==> src/rtl/gpio_regblk_pkg.sv <==
package gpio_regblk_pkg;

  typedef enum logic [2:0] {
    SEL_LEVEL,
    SEL_DIR,
    SEL_SET,
    SEL_CLR,
    SEL_EDGE,
    SEL_AUX,
    SEL_NONE
  } reg_sel_e;

  // A set or clear write takes effect only if its mask hits an output pin.
  function automatic logic mask_hits_output(input logic [31:0] mask,
                                            input logic [31:0] dir);
    return |(mask & dir);
  endfunction

  function automatic logic [31:0] level_after_set(input logic [31:0] level,
                                                  input logic [31:0] mask,
                                                  input logic [31:0] dir);
    return mask_hits_output(mask, dir) ? (level | mask) : level;
  endfunction

  function automatic logic [31:0] level_after_clr(input logic [31:0] level,
                                                  input logic [31:0] mask,
                                                  input logic [31:0] dir);
    return mask_hits_output(mask, dir) ? (level & ~mask) : level;
  endfunction

endpackage

==> src/rtl/gpio_addr_decode.sv <==
module gpio_addr_decode
  import gpio_regblk_pkg::*;
#(
  parameter int ADDR_W = 12
) (
  input  logic [ADDR_W-1:0] addr,
  input  logic              write,
  output reg_sel_e          sel,
  output logic              rd_bad,
  output logic              wr_bad
);
  localparam logic [ADDR_W-1:0] W_LEVEL = ADDR_W'(0);
  localparam logic [ADDR_W-1:0] W_DIR   = ADDR_W'(1);
  localparam logic [ADDR_W-1:0] W_SET   = ADDR_W'(2);
  localparam logic [ADDR_W-1:0] W_CLR   = ADDR_W'(3);
  localparam logic [ADDR_W-1:0] W_RISE  = ADDR_W'(4);
  localparam logic [ADDR_W-1:0] W_FALL  = ADDR_W'(5);
  localparam logic [ADDR_W-1:0] W_EDST  = ADDR_W'(6);
  localparam logic [ADDR_W-1:0] W_AUX   = ADDR_W'(8);

  logic [ADDR_W-1:0] word_idx;
  assign word_idx = addr >> 2;

  always_comb begin
    sel = SEL_NONE;
    unique case (word_idx)
      W_LEVEL:                 sel = SEL_LEVEL;
      W_DIR:                   sel = SEL_DIR;
      W_SET:                   sel = SEL_SET;
      W_CLR:                   sel = SEL_CLR;
      W_RISE, W_FALL, W_EDST:  sel = SEL_EDGE;
      W_AUX:                   sel = SEL_AUX;
      default:                 sel = SEL_NONE;
    endcase
  end

  always_comb begin
    rd_bad = 1'b0;
    wr_bad = 1'b0;
    if (write) begin
      wr_bad = (sel == SEL_LEVEL) || (sel == SEL_NONE);
    end else begin
      rd_bad = !((sel == SEL_LEVEL) || (sel == SEL_DIR) || (sel == SEL_AUX));
    end
  end
endmodule

==> src/rtl/gpio_level_ctrl.sv <==
module gpio_level_ctrl
  import gpio_regblk_pkg::*;
#(
  parameter int DATA_W = 32
) (
  input  logic              clk,
  input  logic              rst_n,
  input  logic              wr_en,
  input  reg_sel_e          sel,
  input  logic [DATA_W-1:0] wdata,
  output logic [DATA_W-1:0] level_q,
  output logic [DATA_W-1:0] dir_q,
  output logic [DATA_W-1:0] aux_q,
  output logic              setclr_miss
);
  logic is_setclr;
  logic hit;

  assign is_setclr   = wr_en && ((sel == SEL_SET) || (sel == SEL_CLR));
  assign hit         = mask_hits_output(wdata, dir_q);
  assign setclr_miss = is_setclr && !hit;

  always_ff @(posedge clk or negedge rst_n) begin
    if (!rst_n) begin
      level_q <= '0;
      dir_q   <= '0;
      aux_q   <= '0;
    end else if (wr_en) begin
      case (sel)
        SEL_DIR: dir_q   <= wdata;
        SEL_AUX: aux_q   <= wdata;
        SEL_SET: level_q <= level_after_set(level_q, wdata, dir_q);
        SEL_CLR: level_q <= level_after_clr(level_q, wdata, dir_q);
        default: ;
      endcase
    end
  end
endmodule

==> src/rtl/gpio_pad_drive.sv <==
module gpio_pad_drive #(
  parameter int N_PINS = 32
) (
  input  logic [N_PINS-1:0] level,
  input  logic [N_PINS-1:0] dir,
  output logic [N_PINS-1:0] pad_out,
  output logic [N_PINS-1:0] pad_oe
);
  for (genvar i = 0; i < N_PINS; i++) begin : g_pin
    assign pad_oe[i]  = dir[i];
    assign pad_out[i] = dir[i] ? level[i] : 1'b0;
  end
endmodule

==> src/rtl/gpio_regblk.sv <==
module gpio_regblk
  import gpio_regblk_pkg::*;
#(
  parameter int ADDR_W    = 12,
  parameter int DATA_W    = 32,
  parameter int IRQ_LOW_N = 8
) (
  input  logic                 clk,
  input  logic                 rst_n,
  input  logic                 req_valid,
  output logic                 req_ready,
  input  logic                 req_write,
  input  logic [ADDR_W-1:0]    req_addr,
  input  logic [DATA_W-1:0]    req_wdata,
  output logic                 rsp_valid,
  output logic [DATA_W-1:0]    rsp_rdata,
  output logic                 err,
  output logic [DATA_W-1:0]    pad_out,
  output logic [DATA_W-1:0]    pad_oe,
  output logic [IRQ_LOW_N-1:0] irq_low,
  output logic                 irq_high
);
  reg_sel_e          sel;
  logic              rd_bad, wr_bad;
  logic              acc, acc_rd, acc_wr;
  logic              setclr_miss;
  logic              fault;
  logic [DATA_W-1:0] level_q, dir_q, aux_q;
  logic [DATA_W-1:0] rd_mux;

  assign req_ready = 1'b1;
  assign acc       = req_valid && req_ready;
  assign acc_rd    = acc && !req_write;
  assign acc_wr    = acc && req_write;

  gpio_addr_decode #(.ADDR_W(ADDR_W)) u_dec (
    .addr   (req_addr),
    .write  (req_write),
    .sel    (sel),
    .rd_bad (rd_bad),
    .wr_bad (wr_bad)
  );

  gpio_level_ctrl #(.DATA_W(DATA_W)) u_lvl (
    .clk         (clk),
    .rst_n       (rst_n),
    .wr_en       (acc_wr),
    .sel         (sel),
    .wdata       (req_wdata),
    .level_q     (level_q),
    .dir_q       (dir_q),
    .aux_q       (aux_q),
    .setclr_miss (setclr_miss)
  );

  gpio_pad_drive #(.N_PINS(DATA_W)) u_pad (
    .level   (level_q),
    .dir     (dir_q),
    .pad_out (pad_out),
    .pad_oe  (pad_oe)
  );

  always_comb begin
    case (sel)
      SEL_LEVEL: rd_mux = level_q;
      SEL_DIR:   rd_mux = dir_q;
      SEL_AUX:   rd_mux = aux_q;
      default:   rd_mux = '0;
    endcase
  end

  assign fault = (acc_rd && rd_bad) || (acc_wr && (wr_bad || setclr_miss));

  always_ff @(posedge clk or negedge rst_n) begin
    if (!rst_n) begin
      rsp_valid <= 1'b0;
      rsp_rdata <= '0;
      err       <= 1'b0;
    end else begin
      rsp_valid <= acc_rd;
      err       <= fault;
      if (acc_rd) rsp_rdata <= rd_mux;
    end
  end

  assign irq_low  = '0;
  assign irq_high = 1'b0;
endmodule

==> config.mk <==
export PLATFORM = sky130hd
export DESIGN_NAME = gpio_regblk
export DESIGN_NICKNAME = d
export VERILOG_FILES = /design/src/rtl/gpio_regblk_pkg.sv /design/src/rtl/gpio_addr_decode.sv /design/src/rtl/gpio_level_ctrl.sv /design/src/rtl/gpio_pad_drive.sv /design/src/rtl/gpio_regblk.sv
export SDC_FILE = /design/constraint.sdc
export NUM_CORES = 1
export LEC_CHECK = 0
export ABC_AREA = 0
export BUFFER_PORTS_ARGS = -buffer_cell sky130_fd_sc_hd__buf_2
export CORE_ASPECT_RATIO = 1.25
export CORE_MARGIN = 3
export CORE_UTILIZATION = 55
export DETAILED_ROUTE_END_ITERATION = 6
export GPL_TIMING_DRIVEN = 0
export PLACE_DENSITY = 0.91
export SYNTH_ARGS = -nofsm -noshare
export SYNTH_HDL_FRONTEND = slang
export SYNTH_SLANG_ARGS = --single-unit
==> constraint.sdc <==
create_clock -name clk -period 6 [get_ports clk]
set_clock_uncertainty 0.05 [all_clocks]
set_input_delay 0.3 -clock clk [delete_from_list [all_inputs] [get_ports clk]]
set_output_delay 0.3 -clock clk [all_outputs]
set_load 0.01 [all_outputs]
==> flow_summary.rst <==
.. list-table::
   :header-rows: 1

   * - Metric
     - Value
   * - Result of the run
     - finished clean
   * - Drc violations
     - 0
   * - Hold Violations, Final
     - 0
   * - Share of the cycle needed by the critical path after routing
     - around two fifths
   * - Mean instance size in the synthesized netlist
     - approximately 11 µm²
   * - Placed Cells incl. Taps
     - slightly above 800
   * - Total via count after detailed routing
     - between 5000 and 6000
   * - Top cells by area, synth
     - sky130_fd_sc_hd__dfrtp_1 54%, sky130_fd_sc_hd__mux2_2 9.3%, sky130_fd_sc_hd__a31oi_1 6.5%
   * - Flip-flop and latch count after synthesis
     - 130
   * - Most area-hungry cell type in the Yosys netlist
     - sky130_fd_sc_hd__dfrtp_1
   * - Basic-gate share of the synthesized area counting and, or, nand and nor cells
     - around a tenth
   * - Worst Tran Pin Value
     - 0.837 ns
   * - Count of routing violations after the opening detailed-route iteration
     - 530
   * - Setup TNS after final layout
     - 0 ns
   * - Routed Wire Length
     - about 18000 µm
   * - Top cells by count, synth
     - 130 x sky130_fd_sc_hd__dfrtp_1, 63 x sky130_fd_sc_hd__a31oi_1, 50 x sky130_fd_sc_hd__mux2_2
   * - Count of flip-flops with a built-in enable after synthesis
     - 0
   * - Rows
     - 42
   * - RSZ-0062 raised after global routing
     - false
   * - Number of gates given a new drive strength after cts
     - 0
   * - Smallest setup slack after layout
     - roughly 3.5 ns
   * - Fraction of final layout cells sized beyond drive strength 1
     - roughly a third
   * - Mapped Cells
     - ~550
   * - Fin nets
     - 766
   * - Horiz. Die Dim
     - 99.7 µm
   * - Class of the most critical setup path
     - reg2reg
   * - TritonCTS buffer count
     - 17
   * - Number of sinks on the clock net
     - 130
   * - Placer's final routability congestion estimate
     - about 0.9
   * - Crit path max fanout
     - 10
   * - Complex-gate fraction of the synthesized area
     - 14.6%
   * - Number of warnings printed during yosys synthesis
     - 0
   * - Hold crit path type
     - in2reg
   * - GRT Resource Usage Total
     - 29.7%
   * - Largest family of logic cells by synthesized area
     - multiplexers
   * - Fraction of synthesis flops using an asynchronous set or reset pin
     - 100%
   * - H-tree depth reported by CTS
     - 4
   * - Clock transition at the registers of the reported paths
     - 0.06 ns
   * - First element of the critical path
     - u_lvl.dir_q[17]
   * - Time the final worst path needs with I/O delays and setup
     - between 2 and 2.5 ns
   * - Maximum clock frequency
     - about 400 MHz
   * - Launch instance of the worst min-delay path
     - req_wdata[28]
   * - Final instance count without filler cells
     - 863
   * - Number of setup buffers added after CTS
     - 0
   * - Count of unique library cells instantiated by Yosys
     - 33
   * - Area added between synthesis and finish
     - 25.7%
   * - Pwr dens
     - 268 nW/µm²
   * - Xor and xnor area share after synthesis
     - 0%
   * - Num ports
     - ~160
   * - Clock insertion delay at the later pin of the skew report
     - approximately 0.42 ns
   * - Setup Viol. Count Final
     - 0
   * - CTS tree
     - built
   * - Max-slew headroom at the worst pin
     - 44.2%
   * - Worst r2r src
     - u_lvl.dir_q[17]
   * - Max-slew violations
     - 0
   * - Wire length of the first global-routing pass
     - ~28000 µm
   * - Leakage power total
     - approximately 3.9 nW
   * - Via count of the first global-routing pass
     - around 5400
   * - Number of antenna violations at the first check in global routing
     - 0
   * - Setup slack at placement
     - between 3 and 4 ns
   * - Dominant register cell in the synthesized netlist
     - sky130_fd_sc_hd__dfrtp_1
   * - Die outline height
     - ~120 µm
   * - Post-synth top area share
     - between 50% and 60%
   * - Final ANT Viol Nets
     - 0
   * - Drt pass-1 iters
     - 5
   * - Number of buffers on the longest clock path
     - 2
   * - Total congestion overflow
     - 0
   * - Count of port buffers added during placement
     - roughly 140
   * - Required time of the worst setup path
     - 6.22 ns
   * - Post-layout utilization of the core
     - a little under three quarters
   * - Most common cell in the synthesized netlist
     - sky130_fd_sc_hd__dfrtp_1
   * - Largest net degree at the start of global routing
     - 71
   * - Adder and majority cell fraction of the synthesized area
     - 0%
   * - Routed length per instance
     - around 21 µm
   * - Arr. time, crit path
     - roughly 2.7 ns
   * - Maximum vdd ir drop
     - between 200 and 250 µV
   * - Type of origin of the critical path
     - flip-flop
   * - Vias per inst
     - between 6 and 7
   * - Endpoint type of the worst setup path
     - flip-flop
   * - Count of maximum capacitance violations
     - 0
   * - Initial core utilization
     - between 50% and 60%
   * - Multiplexer share of the synthesized area
     - between 10% and 20%
   * - Count of hold buffers inserted by post-cts repair
     - 1
   * - Synthesized area
     - around 6000 µm²
   * - Antenna diode count
     - 0
   * - Root buffer selected by CTS
     - sky130_fd_sc_hd__clkbuf_16
   * - Area of the die
     - 12300 µm²
   * - Post-detail-place hpwl
     - 12200 µm
   * - Core Footprint
     - 10700 µm²
   * - Proportion of synthesized chip area in sequential cells
     - a little over half
-- metal layers --
metal	up-vias	wire, µm	global-route usage, %
met3	72	2030	9.09
met5	-	0	0
met4	0	668	14.7
met1	2618	6470	35.7
met2	359	8830	48.5
li1	2308	-	-
-- layout make-up --
class	count	area, µm²
tap	132	165
buffer	47	253
fill	755	3080
timing repair buffer	144	754
clock inverter	9	103
sequential	130	3250
inverter	2	7.51
clock buffer	23	498
multi-input combinational	376	2550
-- layout by cell type (no fill, tap or decap), drive strengths merged, types with 2 or more instances in the layout --
| cell type | count |
|---|---|
| mux2i | 32 |
| nor2 | 37 |
| dfrtp | 130 |
| mux2 | 64 |
| bufinv | 2 |
| nand3 | 2 |
| clkinvlp | 3 |
| conb | 10 |
| a21oi | 33 |
| nand2 | 33 |
| o21ai | 35 |
| a22oi | 16 |
| clkbuf | 44 |
| nand4 | 6 |
| and2 | 34 |
| a31oi | 64 |
| inv | 2 |
| clkinv | 4 |
| buf | 169 |
-- worst paths after layout --
check                                   to  slack [ns]  cells after the start
setup / recovery                 flip-flop        3.50                      7
hold / removal                   flip-flop        0.06                      2
max in group asynchronous    rsp_rdata[26]        4.80                      3
min in group asynchronous  u_lvl.dir_q[19]        0.37                      2
setup reg to reg                 flip-flop        3.50                      7
hold reg to reg              rsp_rdata[25]        0.42                      2
-- power breakdown --
group          leakage [nW]  internal, mW  switching (mW)
Sequential             1.81         0.882         0.00405
Clock                 0.291         0.663           0.381
Combinational          1.80        0.0333          0.0727
Total                  3.90          1.58           0.457
-- critical path: stages, from the launching register on --
cell and delay (ns):
sky130_fd_sc_hd__dfrtp_1 0.41, sky130_fd_sc_hd__a22oi_1 0.38, sky130_fd_sc_hd__nand4_1 0.14, sky130_fd_sc_hd__or4_1 0.50, sky130_fd_sc_hd__buf_2 0.18, sky130_fd_sc_hd__buf_1 0.31
sky130_fd_sc_hd__a31oi_1 0.29, sky130_fd_sc_hd__a31oi_1 0.08
-- cell families after synthesis --
kind of cell | Yosys count
other | 2
multiplexers | 96
AO/OA/AOI/OAI | 150
flip-flops | 130
AND/OR/NAND/NOR | 120
buffers and inverters | 49
-- metrics by stage --
step	cell area [µm²]	power [mW]	hold WS, ns
final	7590	2.04	0.0631
after global routing	7590	2.08	0.0736
after CTS	7590	2.03	0.0579
after detailed placement	6980	1.00	0.257
after global placement	6940	0.997	0.414
after floorplan	6070	0.940	-0.0456
Note: power is estimated with default switching activity, not from simulation.
